File: src/rtl/trapseq_pkg.sv
package trapseq_pkg;
  typedef enum logic [1:0] {
    MODE_FIXED  = 2'b00,
    MODE_VECTOR = 2'b01,
    MODE_TABLE  = 2'b10,
    MODE_SPARE  = 2'b11
  } entryMode_e;

  typedef enum logic [2:0] {
    SEL_FIXED,
    SEL_NMI,
    SEL_BUS,
    SEL_TBL,
    SEL_RET
  } pcSel_e;

  typedef enum logic [1:0] {
    ST_RUN,
    ST_ACK,
    ST_TBLWAIT,
    ST_SERVE
  } seqState_e;

  typedef struct packed {
    logic   savePc;
    logic   loadPc;
    pcSel_e pcSel;
    logic   grabIdx;
  } dpCtrl_t;
endpackage

File: src/rtl/trapseq_ctrl.sv
module trapseq_ctrl
  import trapseq_pkg::*;
(
  input  logic       clk,
  input  logic       rstN,
  input  logic       instrDone,
  input  logic       irqReq,
  input  logic       nmiReq,
  input  logic       irqMask,
  input  logic [1:0] entryMode,
  input  logic       retStrobe,
  input  logic       tblValid,
  output logic       intAck,
  output logic       tblReq,
  output dpCtrl_t    dpCtl
);
  seqState_e  state, nextState;
  entryMode_e modeQ;
  entryMode_e modeIn;

  assign modeIn = entryMode_e'(entryMode);

  always_comb begin
    nextState     = state;
    dpCtl.savePc  = 1'b0;
    dpCtl.loadPc  = 1'b0;
    dpCtl.pcSel   = SEL_FIXED;
    dpCtl.grabIdx = 1'b0;
    unique case (state)
      ST_RUN: begin
        if (instrDone) begin
          if (nmiReq) begin
            dpCtl.savePc = 1'b1;
            dpCtl.loadPc = 1'b1;
            dpCtl.pcSel  = SEL_NMI;
            nextState    = ST_SERVE;
          end else if (irqReq && !irqMask) begin
            dpCtl.savePc = 1'b1;
            if (modeIn == MODE_VECTOR || modeIn == MODE_TABLE) begin
              nextState = ST_ACK;
            end else begin
              dpCtl.loadPc = 1'b1;
              dpCtl.pcSel  = SEL_FIXED;
              nextState    = ST_SERVE;
            end
          end
        end
      end
      ST_ACK: begin
        if (modeQ == MODE_TABLE) begin
          dpCtl.grabIdx = 1'b1;
          nextState     = ST_TBLWAIT;
        end else begin
          dpCtl.loadPc = 1'b1;
          dpCtl.pcSel  = SEL_BUS;
          nextState    = ST_SERVE;
        end
      end
      ST_TBLWAIT: begin
        if (tblValid) begin
          dpCtl.loadPc = 1'b1;
          dpCtl.pcSel  = SEL_TBL;
          nextState    = ST_SERVE;
        end
      end
      ST_SERVE: begin
        if (retStrobe) begin
          dpCtl.loadPc = 1'b1;
          dpCtl.pcSel  = SEL_RET;
          nextState    = ST_RUN;
        end
      end
      default: nextState = ST_RUN;
    endcase
  end

  always_ff @(posedge clk) begin
    if (!rstN) begin
      state <= ST_RUN;
      modeQ <= MODE_FIXED;
    end else begin
      state <= nextState;
      if (state == ST_RUN) modeQ <= modeIn;
    end
  end

  assign intAck = (state == ST_ACK);
  assign tblReq = (state == ST_TBLWAIT);
endmodule

File: src/rtl/trapseq_dp.sv
module trapseq_dp
  import trapseq_pkg::*;
#(
  parameter int unsigned PC_W     = 16,
  parameter int unsigned IDX_W    = 8,
  parameter logic [PC_W-1:0] FIX_ADDR = 16,
  parameter logic [PC_W-1:0] NMI_ADDR = 8
) (
  input  logic             clk,
  input  logic             rstN,
  input  dpCtrl_t          dpCtl,
  input  logic [PC_W-1:0]  curPc,
  input  logic [PC_W-1:0]  busData,
  input  logic [PC_W-1:0]  tblData,
  output logic [IDX_W-1:0] tblIdx,
  output logic             pcLoad,
  output logic [PC_W-1:0]  pcNext,
  output logic [PC_W-1:0]  savedPc
);
  logic [PC_W-1:0] target;

  always_comb begin
    unique case (dpCtl.pcSel)
      SEL_NMI: target = NMI_ADDR;
      SEL_BUS: target = busData;
      SEL_TBL: target = tblData;
      SEL_RET: target = savedPc;
      default: target = FIX_ADDR;
    endcase
  end

  always_ff @(posedge clk) begin
    if (!rstN) begin
      pcLoad  <= 1'b0;
      pcNext  <= '0;
      savedPc <= '0;
      tblIdx  <= '0;
    end else begin
      pcLoad <= dpCtl.loadPc;
      if (dpCtl.loadPc)  pcNext  <= target;
      if (dpCtl.savePc)  savedPc <= curPc;
      if (dpCtl.grabIdx) tblIdx  <= busData[IDX_W-1:0];
    end
  end
endmodule

File: src/rtl/trap_sequencer.sv
module trap_sequencer
  import trapseq_pkg::*;
#(
  parameter int unsigned PC_W     = 16,
  parameter int unsigned IDX_W    = 8,
  parameter logic [PC_W-1:0] FIX_ADDR = 16,
  parameter logic [PC_W-1:0] NMI_ADDR = 8
) (
  input  logic             clk,
  input  logic             rstN,
  input  logic             instrDone,
  input  logic [PC_W-1:0]  curPc,
  input  logic             irqReq,
  input  logic             nmiReq,
  input  logic             irqMask,
  input  logic [1:0]       entryMode,
  input  logic [PC_W-1:0]  busData,
  input  logic             retStrobe,
  input  logic             tblValid,
  input  logic [PC_W-1:0]  tblData,
  output logic             tblReq,
  output logic [IDX_W-1:0] tblIdx,
  output logic             intAck,
  output logic             pcLoad,
  output logic [PC_W-1:0]  pcNext,
  output logic [PC_W-1:0]  savedPc
);
  dpCtrl_t dpCtl;

  trapseq_ctrl ctrl_i (
    .clk(clk), .rstN(rstN), .instrDone(instrDone), .irqReq(irqReq),
    .nmiReq(nmiReq), .irqMask(irqMask), .entryMode(entryMode),
    .retStrobe(retStrobe), .tblValid(tblValid), .intAck(intAck),
    .tblReq(tblReq), .dpCtl(dpCtl)
  );

  trapseq_dp #(
    .PC_W(PC_W), .IDX_W(IDX_W), .FIX_ADDR(FIX_ADDR), .NMI_ADDR(NMI_ADDR)
  ) dp_i (
    .clk(clk), .rstN(rstN), .dpCtl(dpCtl), .curPc(curPc),
    .busData(busData), .tblData(tblData), .tblIdx(tblIdx),
    .pcLoad(pcLoad), .pcNext(pcNext), .savedPc(savedPc)
  );
endmodule

File: config.mk
export PLATFORM = sky130hd
export DESIGN_NAME = trap_sequencer
export DESIGN_NICKNAME = d
export VERILOG_FILES = /design/src/rtl/trapseq_pkg.sv /design/src/rtl/trapseq_ctrl.sv /design/src/rtl/trapseq_dp.sv /design/src/rtl/trap_sequencer.sv
export SDC_FILE = /design/constraint.sdc
export NUM_CORES = 1
export LEC_CHECK = 0
export BUFFER_PORTS_ARGS = -buffer_cell sky130_fd_sc_hd__buf_2
export CAP_MARGIN = 20
export CORE_MARGIN = 5
export CORE_UTILIZATION = 30
export CTS_CLUSTER_DIAMETER = 200
export DETAILED_ROUTE_END_ITERATION = 12
export PLACE_DENSITY = 0.64
export SETUP_SLACK_MARGIN = 0.3
export SYNTH_ARGS = -nofsm -noshare
export SYNTH_HDL_FRONTEND = slang
export SYNTH_SLANG_ARGS = --single-unit
File: constraint.sdc
create_clock -name clk -period 1.6 [get_ports clk]
set_input_delay 0 -clock clk [delete_from_list [all_inputs] [get_ports clk]]
set_output_delay 0 -clock clk [all_outputs]
set_load 0.005 [all_outputs]
==> flow_summary.toml <==
[route]
wl_per_cell_um = 15.63
drtIter0Drc = 109
drt.antenna.violating_nets = 0
vias = 2220
firstDrtPassIters = 7
routed_wirelength_um = 7067
avgViaCountPerCell = 4.912
drc_errors = 0

[critical_path]
reg2reg_from = "ctrl_i.state[0]"
worstSetupPathType = "register to register"
r2r_slack_ns = -0.03
r2r_cells = 8
start_kind = "register"
setup.worst_path.start = "ctrl_i.state[0]"
worst_path_dominant_cell_family = "buffers and inverters"
max_stage_delay_ns = 0.37
critical_path.slowest_cell = "dfxtp_4"
cp-end-kind = "register"
critPathRequiredTime_ns = 1.77
cp_max_fo = 5
r2r-end = "dp_i.pcNext[2]"
path_common_cell = "buf_4"
path_cells = "inv_2 > ha_4 > nand2_4 > nor4bb_4 > buf_4 > buf_4 > a222oi_1 > a21oi_1"
worst-path-buf-inv = 3
crit_arrival_ns = 1.80

[power]
netSwitchingFraction_pct = 35.59
power.internal_w = 0.002969
vdd_drop_max_uv = 795.9
power.net_switching_w = 0.001640
p_seq_share_pct = 32.1
total_power_w = 0.004609
p_per_area_nw_per_um2 = 1327
power_frac_comb_pct = 52.2
clkPwrFrac_pct = 15.7
p_leak_nw = 1.675

[timing]
rsz0062_at_grt = "true"
setup_ws_ns = -0.02954
fin_skew_ns = 0.009054
slew_violations = 0
fmax_ghz = 0.6137
final.min_clock_period_ns = 1.630
worst_pin_slew_ns = 0.4773
min_period_over_period_pct = 101.8
tns_ns = -0.05005
hold_viol = 1
finalSetupViolations = 6
whs_ns = -0.01018
relSlewSlack_pct = 68.18

[cts]
clk_pin_slew_ns = 0.09
cts_tree = "yes"
cts_buffer_depth = 2
h-tree-depth = 2
root_buffer = "clkbuf_8"
clkLatencyLatePin_ns = 0.30
numCtsBuffers = 5
clkSinkCount = 45

[layout]
seq_area_um2 = 908.4
drive_gt1_share_pct = 44.53
final_cell_area_um2 = 3473
nets = 436
fin_util_pct = 54.70
n_fill_cell = 603
diodes = 0
multi_input_area_um2 = 1059
area_growth_syn_to_layout_pct = 77.04

[min_path]
min_path_cells = 3
hold_class = "input pin to register"
hp-start = "tblData[0]"
holdPathEnd = "dp_i.pcNext[0]"

[die]
start_util_pct = 30.90
ios = 101
die_y_um = 90.87
rows = 29
fp.dieArea_um2 = 8256
die_w_um = 90.87
coreArea_um2 = 6350

[synth]
synthMostInstantiatedCell = "dfxtp_1"
synth_largest_area_cell = "dfxtp_1"
synth_cells = 206
synthArstFlopShare_pct = 0
ys_warn_count = 0
synth_edf_count = 0
ys_seq_area_share_pct = 45.92
postSynthAreaPerCell_um2 = 9.524
yosys_most_used_dff = "dfxtp_1"
yosys_register_bits = 45
synth_area_um2 = 1962
netlist_top_cells_count = "dfxtp_1, nand2_1, a21oi_1, nor2_1, mux2i_1"
yosys-top-cells-area = "dfxtp_1, mux2i_1, a222oi_1, a21oi_1, nand2_1"
synthDistinctLibCells = 30
syn_nets = 268
synth_top_area_share_pct = 45.92

[global_routing]
grt_pass1_wl_um = 11270
grt_max_degree = 46
grt_use_total_pct = 16.42
grt_overflow_total = 0
grt_pass1_vias = 2346
antenna_found_initial = 1

[job]
cap_violations = 0

[placed_design]
gp_congestion = 0.8026
dp_hpwl_um = 4641
post_dp_cell_area_um2 = 2720
portBuffers = 100

[run_status]
status = "finished with violations"
violations = "hold timing, setup timing"
-- timing repair --
item | 4_1_cts | 5_1_grt
buffers inserted | 5 | 5
endpoints found under the setup margin | 43 | 45
hold buffers | 43 | 0
hold endpoints to repair | 38 | 0
pin swaps | 11 | 19
gates cloned | 0 | 2
gates resized for setup | 12 | 11
-- power groups by stage --
stage / Clock (W) / Combinational, W / Sequential (W)
after global routing: 0.000812 / 0.00262 / 0.00151
after detailed placement: 0 / 0.00182 / 0.00149
after CTS: 0.000765 / 0.00212 / 0.00148
after global placement: 0 / 0.00179 / 0.00148
after floorplan: 0 / 0.00118 / 0.00149
final: 0.000724 / 0.00240 / 0.00148
-- metrics by stage --
stage,instances,hold WS [ns],setup slack (ns)
6_report,452,-0.01018,-0.02954
2_1_floorplan,206,0.1439,0.004870
5_1_grt,452,0.01916,-0.1182
4_1_cts,445,0.003693,-0.01205
3_5_place_dp,389,0.2368,-0.05935
3_3_place_gp,389,0.2267,-0.02864
-- layer usage --
metal	routed length, um	global-route usage [%]
met5	13	0
met4	86	3.423
met3	562	5.417
met2	3547	29.72
met1	2857	18.69
-- worst register-to-register path: stages (launching register included) --
cell and delay [ns]:
dfxtp_4 0.37, inv_2 0.10, ha_4 0.16, nand2_4 0.08
nor4bb_4 0.17, buf_4 0.16, buf_4 0.13, a222oi_1 0.25
a21oi_1 0.10
-- how the worst max path moves through the flow --
stage                     depth (start not counted)              end
after floorplan                                   9  dp_i.pcNext[10]
after global placement                            7   dp_i.pcNext[4]
after detailed placement                          7   dp_i.pcNext[4]
after CTS                                         7   dp_i.pcNext[4]
after global routing                              8  dp_i.pcNext[10]
final                                             8   dp_i.pcNext[2]
-- registers in the layout, indices dropped and copies added (netlist names) --
name / cells
dp_i.pcNext: 16
dp_i.tblIdx: 8
ctrl_i.modeQ: 2
dp_i.pcLoad: 1
ctrl_i.state: 2
dp_i.savedPc: 16
-- cells by family (layout without fill, tap and decap cells) --
| logic type | count (synthesis) | in the layout | share of synthesized area [%] |
|---|---|---|---|
| adder cells (fa/ha/maj) | 4 | 4 | 2.551 |
| AO/OA/AOI/OAI | 50 | 50 | 19.45 |
| AND/OR/NAND/NOR | 65 | 65 | 15.24 |
| multiplexers | 19 | 19 | 9.694 |
| buffers and inverters | 21 | 190 | 6.250 |
| flip-flops | 45 | 45 | 45.92 |
| XOR/XNOR | 2 | 2 | 0.8930 |
-- final cells by class --
class / instances / area share, %
well taps: 77 / 2.774
inverters: 7 / 0.9006
repair buffers: 175 / 37.00
multi-input cells: 140 / 30.48
clock inverters: 3 / 0.7205
clock buffers: 5 / 1.981
flip-flops and latches: 45 / 26.15
-- cells in the final DEF (no fill, tap or decap), types with 2 or more instances in the layout --
cell	n
ha_4	3
nor2_1	24
nand2_2	4
buf_4	21
dfxtp_4	2
mux2i_1	18
nor2b_4	2
inv_1	3
buf_12	4
nand3_1	9
dfxtp_1	43
clkbuf_8	5
inv_4	2
nand2_1	20
a222oi_1	16
dlygate4sd3_1	43
buf_2	99
clkbuf_16	2
inv_2	2
buf_6	5
a21oi_1	24
o21ai_0	2
Power figures use the tool's default switching activity.
